`config.mk`:
```
export PLATFORM = sky130hd
export DESIGN_NAME = mac_mode_unit
export DESIGN_NICKNAME = d
export VERILOG_FILES = /design/src/rtl/mac_pkg.sv /design/src/rtl/mac_arith.sv /design/src/rtl/mac_acc.sv /design/src/rtl/mac_capture.sv /design/src/rtl/mac_mode_unit.sv
export SDC_FILE = /design/constraint.sdc
export NUM_CORES = 1
export LEC_CHECK = 0
export BUFFER_PORTS_ARGS = -buffer_cell sky130_fd_sc_hd__buf_2
export CAP_MARGIN = 15
export CORE_MARGIN = 2
export CORE_UTILIZATION = 62
export DETAILED_ROUTE_END_ITERATION = 12
export HOLD_SLACK_MARGIN = 0.03
export PLACE_DENSITY = 0.83
export SLEW_MARGIN = 30
export SYNTH_ARGS = -nofsm -noshare
export SYNTH_HDL_FRONTEND = slang
export SYNTH_SLANG_ARGS = --single-unit
```
`constraint.sdc`:
```
create_clock -name clk_i -period 10 [get_ports clk_i]
set_clock_uncertainty 0.1 [all_clocks]
set_input_delay 2 -clock clk_i [delete_from_list [all_inputs] [get_ports clk_i]]
set_output_delay 2 -clock clk_i [all_outputs]
set_load 0.05 [all_outputs]
```
`src/rtl/mac_pkg.sv`:
```
package mac_pkg;
  typedef enum logic [2:0] {
    M_MUL      = 3'b000,
    M_MULADD   = 3'b001,
    M_ACC      = 3'b010,
    M_ADD      = 3'b011,
    M_MUL_R    = 3'b100,
    M_MULADD_R = 3'b101,
    M_MAC      = 3'b110,
    M_ADD_R    = 3'b111
  } mac_mode_e;

  typedef enum logic [1:0] {
    SRC_COMB = 2'd0,
    SRC_CAP  = 2'd1,
    SRC_ACC  = 2'd2
  } out_src_e;
endpackage

```
`src/rtl/mac_arith.sv`:
```
module mac_arith #(
  parameter int OP_W  = 8,
  parameter int ADD_W = 16,
  parameter int RES_W = 24
) (
  input  logic [OP_W-1:0]  op_a,
  input  logic [OP_W-1:0]  op_b,
  input  logic [ADD_W-1:0] addend,
  input  logic             zero_addend,
  output logic [RES_W-1:0] prod,
  output logic [RES_W-1:0] prod_plus,
  output logic [RES_W-1:0] word_plus
);
  localparam int PROD_W = 2 * OP_W;

  logic [PROD_W-1:0] raw_prod;
  logic [RES_W-1:0]  addend_ext;

  always_comb begin
    raw_prod   = PROD_W'(op_a) * PROD_W'(op_b);
    addend_ext = zero_addend ? '0 : RES_W'(addend);
    prod       = RES_W'(raw_prod);
    prod_plus  = RES_W'(raw_prod) + addend_ext;
    word_plus  = RES_W'({op_a, op_b}) + RES_W'(addend);
  end
endmodule

```
`src/rtl/mac_acc.sv`:
```
module mac_acc #(
  parameter int RES_W = 24
) (
  input  logic             clk,
  input  logic             rst_n,
  input  logic             clr,
  input  logic             en,
  input  logic             active,
  input  logic [RES_W-1:0] incr,
  output logic [RES_W-1:0] acc_q
);
  logic [RES_W-1:0] acc_d;

  always_comb begin
    acc_d = acc_q;
    if (clr)               acc_d = '0;
    else if (en && active) acc_d = acc_q + incr;
  end

  always_ff @(posedge clk or negedge rst_n) begin
    if (!rst_n) acc_q <= '0;
    else        acc_q <= acc_d;
  end
endmodule

```
`src/rtl/mac_capture.sv`:
```
module mac_capture #(
  parameter int RES_W = 24
) (
  input  logic             clk,
  input  logic             rst_n,
  input  logic             clr,
  input  logic             en,
  input  logic             active,
  input  logic [RES_W-1:0] d,
  output logic [RES_W-1:0] q
);
  logic [RES_W-1:0] q_d;

  always_comb begin
    q_d = q;
    if (clr)               q_d = '0;
    else if (en && active) q_d = d;
  end

  always_ff @(posedge clk or negedge rst_n) begin
    if (!rst_n) q <= '0;
    else        q <= q_d;
  end
endmodule

```
`src/rtl/mac_mode_unit.sv`:
```
module mac_mode_unit
  import mac_pkg::*;
#(
  parameter int OP_W  = 8,
  parameter int ADD_W = 16,
  parameter int RES_W = 24
) (
  input  logic             clk_i,
  input  logic             rst_ni,
  input  logic             en_i,
  input  logic             clr_i,
  input  logic [2:0]       mode_i,
  input  logic [OP_W-1:0]  op_a_i,
  input  logic [OP_W-1:0]  op_b_i,
  input  logic [ADD_W-1:0] addend_i,
  output logic [RES_W-1:0] result_o
);
  localparam int MIN_RES_W = 2 * OP_W + 1;

  if (RES_W < MIN_RES_W || ADD_W > RES_W) begin : g_bad_width
    $error("mac_mode_unit: result width too small for operands");
  end

  mac_mode_e        mode;
  out_src_e         src;
  logic             zero_addend;
  logic             acc_active;
  logic             cap_active;
  logic [RES_W-1:0] prod, prod_plus, word_plus;
  logic [RES_W-1:0] acc_incr, cap_d, comb_val;
  logic [RES_W-1:0] acc_q, cap_q;

  always_comb begin
    mode        = mac_mode_e'(mode_i);
    zero_addend = (mode == M_MUL_R);
    acc_active  = (mode == M_ACC) || (mode == M_MAC);
    cap_active  = (mode == M_MUL_R) || (mode == M_MULADD_R) || (mode == M_ADD_R);
    acc_incr    = (mode == M_MAC) ? prod : RES_W'(addend_i);
    cap_d       = (mode == M_ADD_R) ? word_plus : prod_plus;
    unique case (mode)
      M_MUL:    comb_val = prod;
      M_MULADD: comb_val = prod_plus;
      default:  comb_val = word_plus;
    endcase
    if (acc_active)      src = SRC_ACC;
    else if (cap_active) src = SRC_CAP;
    else                 src = SRC_COMB;
  end

  mac_arith #(.OP_W(OP_W), .ADD_W(ADD_W), .RES_W(RES_W)) u_arith (
    .op_a        (op_a_i),
    .op_b        (op_b_i),
    .addend      (addend_i),
    .zero_addend (zero_addend),
    .prod        (prod),
    .prod_plus   (prod_plus),
    .word_plus   (word_plus)
  );

  mac_acc #(.RES_W(RES_W)) u_acc (
    .clk    (clk_i),
    .rst_n  (rst_ni),
    .clr    (clr_i),
    .en     (en_i),
    .active (acc_active),
    .incr   (acc_incr),
    .acc_q  (acc_q)
  );

  mac_capture #(.RES_W(RES_W)) u_cap (
    .clk    (clk_i),
    .rst_n  (rst_ni),
    .clr    (clr_i),
    .en     (en_i),
    .active (cap_active),
    .d      (cap_d),
    .q      (cap_q)
  );

  always_comb begin
    unique case (src)
      SRC_ACC: result_o = acc_q;
      SRC_CAP: result_o = cap_q;
      default: result_o = comb_val;
    endcase
  end
endmodule

```
---- Word level (Yosys, flattened, before mapping) ----
Index checks and enable logic that the tools add are counted.
word-level totals
  output and inout port bits .............. 24
  register bits ........................... 48
  bits of input ports ..................... 39
  logic and storage cells ................. 33
cells by class
  muxes and demuxes ....................... 11
  equality and inequality tests ........... 8
  $mul .................................... 1
  add/subtract/negate cells ............... 3
  reduce and logical (&&, ||, !) cells .... 8
operators by type and width
  kind                                                             number
  24-bit 2-to-1 mux                                                5
  24-bit one-hot mux with 2 select lines                           2
  16-bit 2-to-1 mux                                                2
  16-bit by 24-bit adder with 24-bit output                        1
  24-bit by 16-bit adder with 24-bit output                        1
  16-bit by 16-bit adder with 17-bit output                        1
  8-bit by 8-bit multiplier with 16-bit output                     1
  3-bit == test, second input constant                             4
  2-bit nonzero test                                               2
  3-bit by 1-bit == test with 1-bit output, second input constant  1
  3-bit by 2-bit == test with 1-bit output, second input constant  1
  3-bit zero test                                                  1
  1-bit logical OR                                                 3
  2-bit by 1-bit == test with 1-bit output, second input constant  1
  2-bit == test, second input constant                             1
  1-bit logical AND                                                2
  2-bit 2-to-1 mux                                                 1
  1-bit 2-to-1 mux                                                 1

---- Depth between registers and ports, before layout ----
Gate-level depths: netlist of the first run.
  depth after elaboration ................. 7
  gate-level depth with buffers ........... 25
  depth with buffers taken out ............ 25

---- By module ----
From an unflattened synthesis of the first run, not the netlist that was laid out.
second synthesis, totals
  cells, all modules ...................... 1,005
  area, all modules ....................... 8,851.0 um^2
by module, submodules not included
  module         instances  cells an instance  sequential area each (um^2)  area an instance (um^2)
  mac_arith      1          469                0.0                          3,778.6
  mac_acc        1          253                600.6                        2,168.3
  mac_mode_unit  1          175                0.0                          1,545.2
  mac_capture    1          108                600.6                        1,358.8

---- Least setup slack after synthesis of the first run ----
No wires, ideal clock.
  kind .................................... input-to-output
  from .................................... in op_a_i[1]
  to ...................................... out result_o[13]
  path slack .............................. -83 ps
  required time ........................... 7,900 ps
  path buffers ............................ 0
  cell stages on the path ................. 22
  arrival ................................. 7,983 ps
  path through ............................ and2_1 fa_1 fa_1 inv_1 fa_1 fa_1 inv_1 ha_1 o21a_1 a2111oi_4 nor2_1 nor2_1 xor2_1 inv_1 ha_1 nand4_1 a2111oi_0 o21ai_0 nand2_1 xor2_1 nor2_1 a311oi_1
on the way
  cells in the longest elaborated chain, start to end .. 4
  elaborated cells between the ends (all ways) .. 5
  classes of those cells .................. add/sub: 2; mul: 1; mux: 2
RTL lines
  item                                          RTL line             source
  start: declaration                            mac_mode_unit.sv:13  input logic [OP_W-1:0] op_a_i,
  8-bit by 8-bit multiplier with 16-bit output  mac_arith.sv:20      raw_prod = PROD_W'(op_a) * PROD_W'(op_b);
  16-bit by 24-bit adder with 24-bit output     mac_arith.sv:23      prod_plus = RES_W'(raw_prod) + addend_ext;
  24-bit one-hot mux with 2 select lines *      mac_mode_unit.sv:40  unique case (mode)
  24-bit one-hot mux with 2 select lines *      mac_mode_unit.sv:81  unique case (src)
  end: declaration                              mac_mode_unit.sv:16  output logic [RES_W-1:0] result_o
Every way passes the cells marked *; elsewhere a longest branch is shown, timed or not.

---- Worst setup path after layout of the first run ----
Ends and elaborated chain as after synthesis.

==> flow_summary_export.csv, run 1 <==
group,metric,value,unit
setup_path,arrival,7580,ps
clock_tree,clk_path_buf_depth,2,
setup_path,start_kind,"input port",
synthesis,synth_commonest_cells,"ha_1 (86), nand2_1 (83), inv_1 (75), o21ai_0 (74), and2_1 (62)",
layout,syn_to_final_growth,9.54,%
layout,seqCellArea,0.00103,sq mm
layout,antenna_cells,0,
floorplan,coreArea,0.0109,sq mm
synthesis,yosys_register_bits,41,
run_status,outcome,"complete, no violations",
sta,rsz0062_at_grt,"true",
sta,max_freq,103,MHz
sta,tightest_slew,915,ps
floorplan,initial_core_util,0.643,
power,leakagePower,3.82,nW
synthesis,ys_types,66,
synthesis,postSynthCellCount,871,
clock_tree,cts_hold_buf,0,
sta,hold_viol_final,0,
sta,layout_setup_ws,320,ps
floorplan,ios,63,
drt,ant_nets,0,
placed_design,dp_slack,3.88,ps
synthesis,ys_seq_area_frac,0.146,
drt,wl_per_cell,18.2,um
synthesis,yosys_warnings,0,
synthesis,async_flop_share,1.00,
drt,wirelength,19.4,mm
setup_path,cpMaxStageDelayCell,"fa_1",
sta,post-route-min-period,9680,ps
grt,grt_pass1_wl,32.2,mm
floorplan,fp.dieH,110,um
layout,fillers,909,
setup_path,cpMostUsedCell,"fa_1",
placed_design,place_inst,1054,
power,peakVddDrop,0.181,mV
drt,first_pass_iters,7,
setup_path,crit_required,7900,ps
synthesis,netlist_top_cells_area,"ha_1 (15%), dfrtp_1 (15%), fa_1 (11%), and2_1 (5.5%), o21ai_0 (5.3%)",
layout,multi_input_area,0.00567,sq mm
synthesis,post-synth-top-area-fraction,0.153,
clock_tree,insertion_delay,300,ps
drt,vias,6713,
sta,final.period_utilization,0.968,
clock_tree,cts_buffers,5,
floorplan,dieArea,0.0122,sq mm
clock_tree,path_clk_slew,60,ps
setup_path,cp_max_fo,9,
grt,globalRouteTotalUtil,0.321,
synthesis,yosysMostFrequentCell,"ha_1",
floorplan,rows,38,
sta,slew_headroom,0.388,
floorplan,fp.dieW,110,um
flow_run,maxCapViolations,0,
drt,drt_iter0_drc,582,
layout,drive_gt1_frac,0.124,
grt,grt_pass1_vias,6420,
grt,grt_max_degree,42,
setup_path,max_stage_delay,550,ps
drt,vias_per_cell,6.32,
placed_design,routabilityCongestion,0.986,
synthesis,synth_edf_count,0,
setup_path,crit_family,"adder cells",
clock_tree,cts_tree,"built",
layout,final_cells,1063,
synthesis,syn-num-nets,1035,
layout,design_area,0.00770,sq mm
synthesis,syn_area,0.00703,sq mm
power,cellPowerDensity,233,mW/mm^2
clock_tree,cts_root_buffer,"clkbuf_16",
clock_tree,cts_sinks,41,
min_path,min_path_type,"flop to flop",
setup_path,worstSetupPathType,"input port to output port",
placed_design,io_buffers,62,
sta,maxSlewViolCount,0,
setup_path,rrSetupSlack,7200,ps
placed_design,place_hpwl,15.5,mm
clock_tree,cts_htree_levels,2,
layout,final_util,0.704,
placed_design,placed_cell_area,0.00747,sq mm
synthesis,synthFlopType,"dfrtp_1",
setup_path,crit_chain,"buf_2 > and2_1 > fa_1 > fa_1 > inv_1 > fa_1 > fa_1 > inv_1 > ha_1 > o21a_1 > a2111oi_4 > nor2_1 > nor2_1 > xor2_1 > inv_1 > ha_4 > nand4_1 > a2111oi_2 > o21ai_1 > nand2_1 > xor2_2 > nor2_1 > a311oi_2 > buf_6",
synthesis,synth_top_area_cell,"ha_1",
layout,fin_nets,1086,
grt,globalRouteOverflowTotal,0,
sta,setup_viol,0,
grt,grt_antenna_before_repair,0,
synthesis,synth_area_per_cell,8.07,sq um
power,p_total,1.80,mW
drt,drc,0,
setup_path,crit_path_end_kind,"output port",
setup_path,crit_buf_inv,5,
==> cells in the final DEF (no fill, tap or decap), types with 4 or more instances in the layout <==
master     Yosys  routed
ha_1          86      85
nand2_1       83      83
inv_1         75      75
o21ai_0       74      71
and2_1        62      62
buf_2          3      59
a21oi_1       52      51
nor2_1        49      48
dfrtp_1       41      41
fa_1          39      39
xnor2_1       30      29
nor2b_1       27      27
xor2_1        24      23
o21a_1        16      16
a21o_1        14      14
nor3_1        13      13
nand2b_1      12      12
mux2_2        12      12
a22o_1        12      12
nand3_1       10      10
buf_4          0      10
or3_1          9       9
mux2i_1        9       9
a22oi_1        9       9
a211oi_1       8       7
o211ai_1       6       6
a31oi_1        6       6
and3_1         5       5
clkbuf_16      0       5
a221oi_1       5       4
o31ai_1        4       4
==> tightest hold or removal path, stage by stage (launching register included) <==
cell	delay (ps)
dfrtp_1	330
nand2_1	50
nand2_1	50
==> cell type report <==
| cell class | instances | area share |
|---|---|---|
| sequential | 41 | 0.133 |
| timing repair buffer | 71 | 0.0510 |
| inverter | 76 | 0.0370 |
| multi-input combinational | 727 | 0.737 |
| clock inverter | 3 | 0.00292 |
| tap | 140 | 0.0227 |
| clock buffer | 5 | 0.0162 |
==> registers in the layout, indices dropped and copies added (netlist names) <==
register and count:
u_cap.q 17, u_acc.acc_q 24
==> stage by stage <==
| step | setup TNS, ps | hold slack, ps |
|---|---|---|
| final | 0 | 358 |
| after global routing | -124 | 388 |
| after CTS | 0 | 365 |
| after detailed placement | 0 | 351 |
| after global placement | 0 | 354 |
| after floorplan | 0 | 333 |
==> worst paths after layout <==
check | to | startpoint | cells past startpoint
max in group asynchronous | u_acc.acc_q[14] | rst_ni | 1
setup / recovery | result_o[13] | op_a_i[1] | 24
hold / removal | u_cap.q[14] | u_cap.q[14] | 2
setup reg to reg | u_acc.acc_q[21] | u_acc.acc_q[5] | 8
hold reg to reg | u_cap.q[14] | u_cap.q[14] | 2
min in group asynchronous | u_acc.acc_q[2] | rst_ni | 1
==> where the power goes <==
group	leakage (nW)	internal (mW)	switching, mW
registers	0.564	0.189	0.0146
logic	3.20	0.573	0.853
clock network	0.0621	0.0925	0.0735
total	3.82	0.854	0.942
==> timing repair <==
action,CTS,global route
setup buffers,0,1
gates resized for setup,0,20
endpoints found under the setup margin,0,5
==> kinds of logic after synthesis <==
kind of cell               share of synthesized area
DFF                                            0.146
and+or+nand+nor                                0.198
muxes                                         0.0320
adders and majority gates                      0.264
xor gates and xnor gates                      0.0673
buffers and inverters                         0.0566
AOI/OAI and AO/OA                              0.236
==> metal layers <==
layer	vias up	global-route usage	part of all wire
met1	3227	0.464	0.45
li1	3161	-	-
met3	49	0.0505	0.068
met2	276	0.492	0.45
met4	0	0.104	0.032
met5	-	0	0
No activity file was read; power rests on OpenSTA's default activity.
==> run 2, diff against run 1 <==
--- a/config.mk
+++ b/config.mk
@@ -7,8 +7,10 @@
 export LEC_CHECK = 0
 export BUFFER_PORTS_ARGS = -buffer_cell sky130_fd_sc_hd__buf_2
 export CAP_MARGIN = 15
+export CORE_ASPECT_RATIO = 1.2
 export CORE_MARGIN = 2
 export CORE_UTILIZATION = 62
+export CTS_CLUSTER_DIAMETER = 150
 export DETAILED_ROUTE_END_ITERATION = 12
 export HOLD_SLACK_MARGIN = 0.03
 export PLACE_DENSITY = 0.83
==> flow_summary_export.csv, run 2 (synthesized netlist as in run 1, its figures left out) <==
group,metric,value,unit
min_path,whs_path_depth,2,
drt,wl_per_cell,17.5,um
sta,layout_setup_ws,299,ps
power,internal_power,0.883,mW
clock_tree,cts_root_buffer,"clkbuf_16",
power,peakVddDrop,0.159,mV
sta,slew_headroom,0.422,
placed_design,place_inst,1044,
clock_tree,cts_buffers,5,
drt,vias,6553,
layout,final_common_cell,"ha_1",
floorplan,initial_core_util,0.637,
clock_tree,cts_tree,"built",
clock_tree,clk_path_buf_depth,2,
power,p_switching,0.909,mW
power,pwr-share-seq,0.113,
sta,final.period_utilization,0.970,
grt,grt_max_degree,42,
setup_path,worstRegToRegCells,8,
floorplan,ios,63,
floorplan,coreArea,0.0110,sq mm
placed_design,dp_slack,61.5,ps
power,pwr-share-clk,0.118,
layout,syn_to_final_growth,9.74,%
clock_tree,cts_hold_buf,0,
min_path,holdPathEnd,"u_cap.q[16]",
setup_path,start_kind,"input port",
setup_path,max_stage_delay,530,ps
layout,regMostFlops,"u_acc.acc_q",
layout,drive_gt1_frac,0.122,
placed_design,io_buffers,62,
run_status,outcome,"complete, no violations",
drt,drc,0,
grt,grt_pass1_vias,6331,
drt,wirelength,18.5,mm
setup_path,cp_max_fo,9,
drt,ant_nets,0,
placed_design,routabilityCongestion,0.980,
grt,use_met1,0.383,
power,p_total,1.79,mW
drt,drt_iter0_drc,518,
setup_path,crit_chain,"buf_2 > and2_1 > fa_1 > fa_1 > ha_1 > inv_1 > fa_1 > inv_1 > ha_1 > xnor2_1 > inv_1 > ha_1 > o21ai_0 > a21oi_1 > o22ai_1 > o21bai_1 > mux2i_1 > o31ai_1 > a221oi_1 > buf_2",
floorplan,fp.dieH,121,um
grt,use_met2,0.550,
grt,globalRouteTotalUtil,0.309,
power,pwr-share-comb,0.769,
setup_path,worstSetupPathType,"input port to output port",
layout,antenna_cells,0,
layout,fillers,925,
floorplan,fp.dieW,101,um
power,cellPowerDensity,232,mW/mm^2
floorplan,dieArea,0.0122,sq mm
sta,tightest_slew,864,ps
layout,final_cell_mix,"ha_1 (84), nand2_1 (83), inv_1 (75), o21ai_0 (71), and2_1 (62)",
setup_path,crit_required,7900,ps
setup_path,crit_path_end_kind,"output port",
clock_tree,insertion_delay,290,ps
min_path,hold_start,"u_cap.q[16]",
sta,post-route-min-period,9700,ps
grt,gr-max-usage-layer,"met2",
layout,top_regs,"u_acc.acc_q: 24 flops, u_cap.q: 17 flops",
setup_path,reg2reg_from,"u_acc.acc_q[5]",
layout,largest_register_ffs,24,
clock_tree,cts_htree_levels,2,
grt,met3_usage,0.0220,
setup_path,critPathLaunch,"op_a_i[0]",
floorplan,rows,42,
placed_design,place_hpwl,15.1,mm
power,leakagePower,3.85,nW
layout,fin_nets,1086,
clock_tree,path_clk_slew,60,ps
drt,first_pass_iters,6,
sta,setup_viol,0,
grt,grt_pass1_wl,30.1,mm
setup_path,crit_buf_inv,5,
sta,max_freq,103,MHz
setup_path,cpMaxStageDelayCell,"fa_1",
sta,tns,0,ps
layout,final_cells,1055,
setup_path,rrSetupSlack,7220,ps
drt,vias_per_cell,6.21,
flow_run,maxCapViolations,0,
setup_path,r2r_end,"u_acc.acc_q[21]",
sta,hold_viol_final,0,
clock_tree,cts_sinks,41,
setup_path,crit_family,"adder cells",
grt,globalRouteOverflowTotal,0,
setup_path,arrival,7600,ps
grt,grt_antenna_before_repair,0,
min_path,min_path_type,"flop to flop",
sta,maxSlewViolCount,0,
power,swShare,0.507,
==> run 2: through the flow <==
stage	util	area, sq um	hold slack [ps]
floorplan	-	7040	333
global placement	0.674	7440	347
detailed placement	0.674	7440	364
CTS	0.692	7640	376
global route	0.699	7710	410
finish	0.699	7710	381
==> run 2: worst max-delay path by stage <==
| stage | endpoint | slack (ps) | cells after the start |
|---|---|---|---|
| final | result_o[10] | 300 | 20 |
| after global routing | result_o[13] | -7 | 24 |
| after CTS | result_o[13] | 40 | 25 |
| after detailed placement | result_o[13] | 60 | 25 |
| after global placement | result_o[15] | 180 | 24 |
| after floorplan | result_o[15] | 360 | 22 |
==> run 2: power by group through the flow <==
stage               combinational, mW  clock (mW)  sequential [mW]
floorplan                        1.02           0            0.202
global placement                 1.27           0            0.204
detailed placement               1.28           0            0.205
CTS                              1.29       0.213            0.202
global route                     1.52       0.220            0.205
finish                           1.38       0.212            0.203
==> run 2: final cells by class <==
cell class | instances | area [sq um] | area share
Clock inverter | 3 | 68.8 | 0.00892
Timing Repair Buffer | 71 | 389 | 0.0504
Sequential cell | 41 | 1030 | 0.133
Multi-Input combinational cell | 727 | 5650 | 0.733
Tap cell | 132 | 165 | 0.0214
Clock buffer | 5 | 125 | 0.0162
Inverter | 76 | 285 | 0.0370
==> run 2: worst min-delay path: stages, from the launching register on <==
cell and delay [ps]:
dfrtp_1 350, nand2_1 50, nand2_1 50
==> run 2: what timing repair did <==
action / CTS / global route
setup endpoints to repair: 0 / 4
resized for setup: 0 / 17
setup buffers: 0 / 3
==> run 2: routing by layer <==
metal / wire length, um / vias up
met5: 0 / -
met4: 652 / 0
met3: 1000 / 50
met2: 9320 / 270
met1: 7530 / 3073
li1: - / 3160
==> run 3, diff against run 2 <==
--- a/config.mk
+++ b/config.mk
@@ -5,15 +5,18 @@
 export SDC_FILE = /design/constraint.sdc
 export NUM_CORES = 1
 export LEC_CHECK = 0
+export ABC_AREA = 1
 export BUFFER_PORTS_ARGS = -buffer_cell sky130_fd_sc_hd__buf_2
 export CAP_MARGIN = 15
+export CELL_PAD_IN_SITES_DETAIL_PLACEMENT = 1
+export CELL_PAD_IN_SITES_GLOBAL_PLACEMENT = 2
 export CORE_ASPECT_RATIO = 1.2
 export CORE_MARGIN = 2
-export CORE_UTILIZATION = 62
+export CORE_UTILIZATION = 33
 export CTS_CLUSTER_DIAMETER = 150
 export DETAILED_ROUTE_END_ITERATION = 12
 export HOLD_SLACK_MARGIN = 0.03
-export PLACE_DENSITY = 0.83
+export PLACE_DENSITY = 0.88
 export SLEW_MARGIN = 30
 export SYNTH_ARGS = -nofsm -noshare
 export SYNTH_HDL_FRONTEND = slang
==> flow_summary_export.csv, run 3 <==
group,metric,value,unit
run_status,outcome,"complete, no violations",
flow_run,maxCapViolations,0,
min_path,min_path_type,"flop to flop",
power,p_switching,1.04,mW
layout,top_regs,"u_acc.acc_q: 24 flops, u_cap.q: 17 flops",
synthesis,synth_edf_count,0,
power,pwr-share-comb,0.771,
sta,maxSlewViolCount,0,
layout,syn_to_final_growth,9.71,%
clock_tree,cts_root_buffer,"clkbuf_16",
layout,seqCellArea,0.00103,sq mm
sta,whs,393,ps
clock_tree,cts_htree_levels,2,
floorplan,fp.dieH,174,um
floorplan,rows,62,
power,swShare,0.571,
setup_path,crit_required,7900,ps
synthesis,synth_area_per_cell,6.00,sq um
synthesis,post-synth-top-area-fraction,0.203,
drt,ant_nets,0,
setup_path,start_kind,"input port",
layout,largest_register_ffs,24,
setup_path,worstSetupPathType,"input port to output port",
drt,wl_per_cell,16.9,um
synthesis,syn-num-nets,1496,
clock_tree,cts_tree,"built",
drt,wirelength,28.5,mm
setup_path,rrSetupSlack,7600,ps
placed_design,routabilityCongestion,0.896,
layout,drive_gt1_frac,0.0729,
sta,final.period_utilization,0.959,
floorplan,dieArea,0.0255,sq mm
floorplan,initial_core_util,0.334,
synthesis,ys_types,46,
synthesis,synth_commonest_cells,"nand2_1 (432), inv_1 (279), nor2_1 (89), ha_1 (86), nand3_1 (80)",
floorplan,ios,63,
setup_path,cp_max_fo,9,
grt,grt_pass1_vias,8865,
sta,tns,0,ps
setup_path,crit_path_end_kind,"output port",
sta,rsz0062_at_grt,"false",
power,pwr-share-seq,0.108,
power,pwr-share-clk,0.121,
setup_path,arrival,7490,ps
setup_path,max_stage_delay,540,ps
sta,tightest_slew,709,ps
synthesis,syn_area,0.00799,sq mm
grt,grt_pass1_wl,46.3,mm
clock_tree,cts_sinks,41,
power,leakagePower,5.20,nW
layout,regMostFlops,"u_acc.acc_q",
synthesis,yosys_register_bits,41,
layout,final_cell_mix,"nand2_1 (432), inv_1 (279), nor2_1 (88), ha_1 (86), nand3_1 (80)",
sta,post-route-min-period,9590,ps
synthesis,synthFlopType,"dfrtp_1",
floorplan,coreArea,0.0239,sq mm
sta,max_freq,104,MHz
synthesis,netlist_top_cells_area,"nand2_1 (20%), ha_1 (13%), inv_1 (13%), dfrtp_1 (13%), fa_1 (9.8%)",
setup_path,cpMaxStageDelayCell,"fa_1",
synthesis,synth_top_area_cell,"nand2_1",
drt,first_pass_iters,4,
power,internal_power,0.782,mW
floorplan,fp.dieW,146,um
layout,multi_input_area,0.00573,sq mm
layout,final_common_cell,"nand2_1",
grt,globalRouteTotalUtil,0.230,
power,cellPowerDensity,208,mW/mm^2
synthesis,postSynthCellCount,1332,
clock_tree,path_clk_slew,70,ps
grt,globalRouteOverflowTotal,0,
clock_tree,insertion_delay,310,ps
sta,slew_headroom,0.522,
drt,drt_iter0_drc,276,
placed_design,place_hpwl,25.0,mm
drt,drc,0,
sta,setup_viol,0,
synthesis,ys_seq_area_frac,0.128,
clock_tree,clk_path_buf_depth,2,
layout,fillers,3289,
setup_path,cpMostUsedCell,"nand2_1",
synthesis,yosys_warnings,0,
synthesis,async_flop_share,1.00,
layout,antenna_cells,0,
sta,hold_viol_final,0,
synthesis,yosysMostFrequentCell,"nand2_1",
grt,grt_max_degree,42,
drt,vias_per_cell,4.90,
clock_tree,cts_buffers,5,
power,peakVddDrop,0.0747,mV
placed_design,io_buffers,62,
grt,grt_antenna_before_repair,1,
layout,final_util,0.367,
clock_tree,cts_setup_buffers,0,
layout,fin_nets,1534,
drt,vias,8289,
[run 3: cell types whose count changed in the layout (fill, tap and decap cells not counted), sizes merged, moves of 12 or more]
| cell | delta |
|---|---|
| and2 | -55 |
| nor2 | +44 |
| a21oi | +14 |
| a21o | -16 |
| xor2 | -12 |
| inv | +211 |
| nand3 | +70 |
| nand2b | -12 |
| mux2 | -12 |
| nand2 | +353 |
| nor2b | -27 |
| o21a | -15 |
| xnor2 | -21 |
[run 3: power by group through the flow]
stage | Clock, mW | Combinational (mW) | Sequential (mW)
final | 0.221 | 1.40 | 0.196
after global routing | 0.230 | 1.62 | 0.198
after CTS | 0.224 | 1.40 | 0.196
after detailed placement | 0 | 1.40 | 0.199
after global placement | 0 | 1.37 | 0.198
after floorplan | 0 | 1.04 | 0.196
[run 3: cell families after synthesis]
logic type | synth area share
compound gates | 0.122
xor+xnor | 0.0230
simple gates | 0.339
flops | 0.128
buf+inv | 0.155
fa+ha+maj | 0.232
[run 3: metal layers]
metal | vias to the layer above | routed length [um] | GRT usage
met4 | 2 | 909 | 0.0785
met3 | 46 | 459 | 0.0168
met5 | - | 15 | 0
met2 | 99 | 15100 | 0.448
li1 | 4202 | - | -
met1 | 3940 | 12000 | 0.262
[run 3: worst paths after layout]
kind | start | endpoint | cells past startpoint
max in group asynchronous | rst_ni | u_acc.acc_q[15] | 1
max reg2reg | u_acc.acc_q[0] | u_acc.acc_q[18] | 13
min | u_cap.q[9] | u_cap.q[9] | 2
max | op_a_i[0] | result_o[13] | 27
min in group asynchronous | rst_ni | u_acc.acc_q[23] | 1
min reg2reg | u_cap.q[9] | u_cap.q[9] | 2
[run 3: cell type report]
type / instances / share of cell area
Clock buffer: 5 / 0.0143
Multi-Input combinational cell: 971 / 0.654
Inverter: 286 / 0.123
Timing Repair Buffer: 65 / 0.0383
Clock inverter: 3 / 0.00785
Sequential cell: 41 / 0.117
Tap cell: 320 / 0.0457
[run 3: repair_timing]
item,4_1_cts,5_1_grt
hold buffers,0,0
gates resized for setup,0,2
endpoints found under the setup margin,0,1
[run 3: worst max-delay path: cells and delay by family]
family,cells,cell delay [ps]
fa+ha+maj,6,2820
simple gates,12,1300
buf+inv,6,650
compound gates,2,360
xor+xnor,1,340
[run 3: through the flow]
step           area [sq um]  cells  worst slack [ps]  power (mW)
2_1_floorplan          7990   1332               952        1.23
3_3_place_gp           8560   1683               373        1.57
5_1_grt                8760   1691              2.02        2.05
3_5_place_dp           8570   1683               330        1.59
6_report               8760   1691               411        1.82
4_1_cts                8760   1691               308        1.82
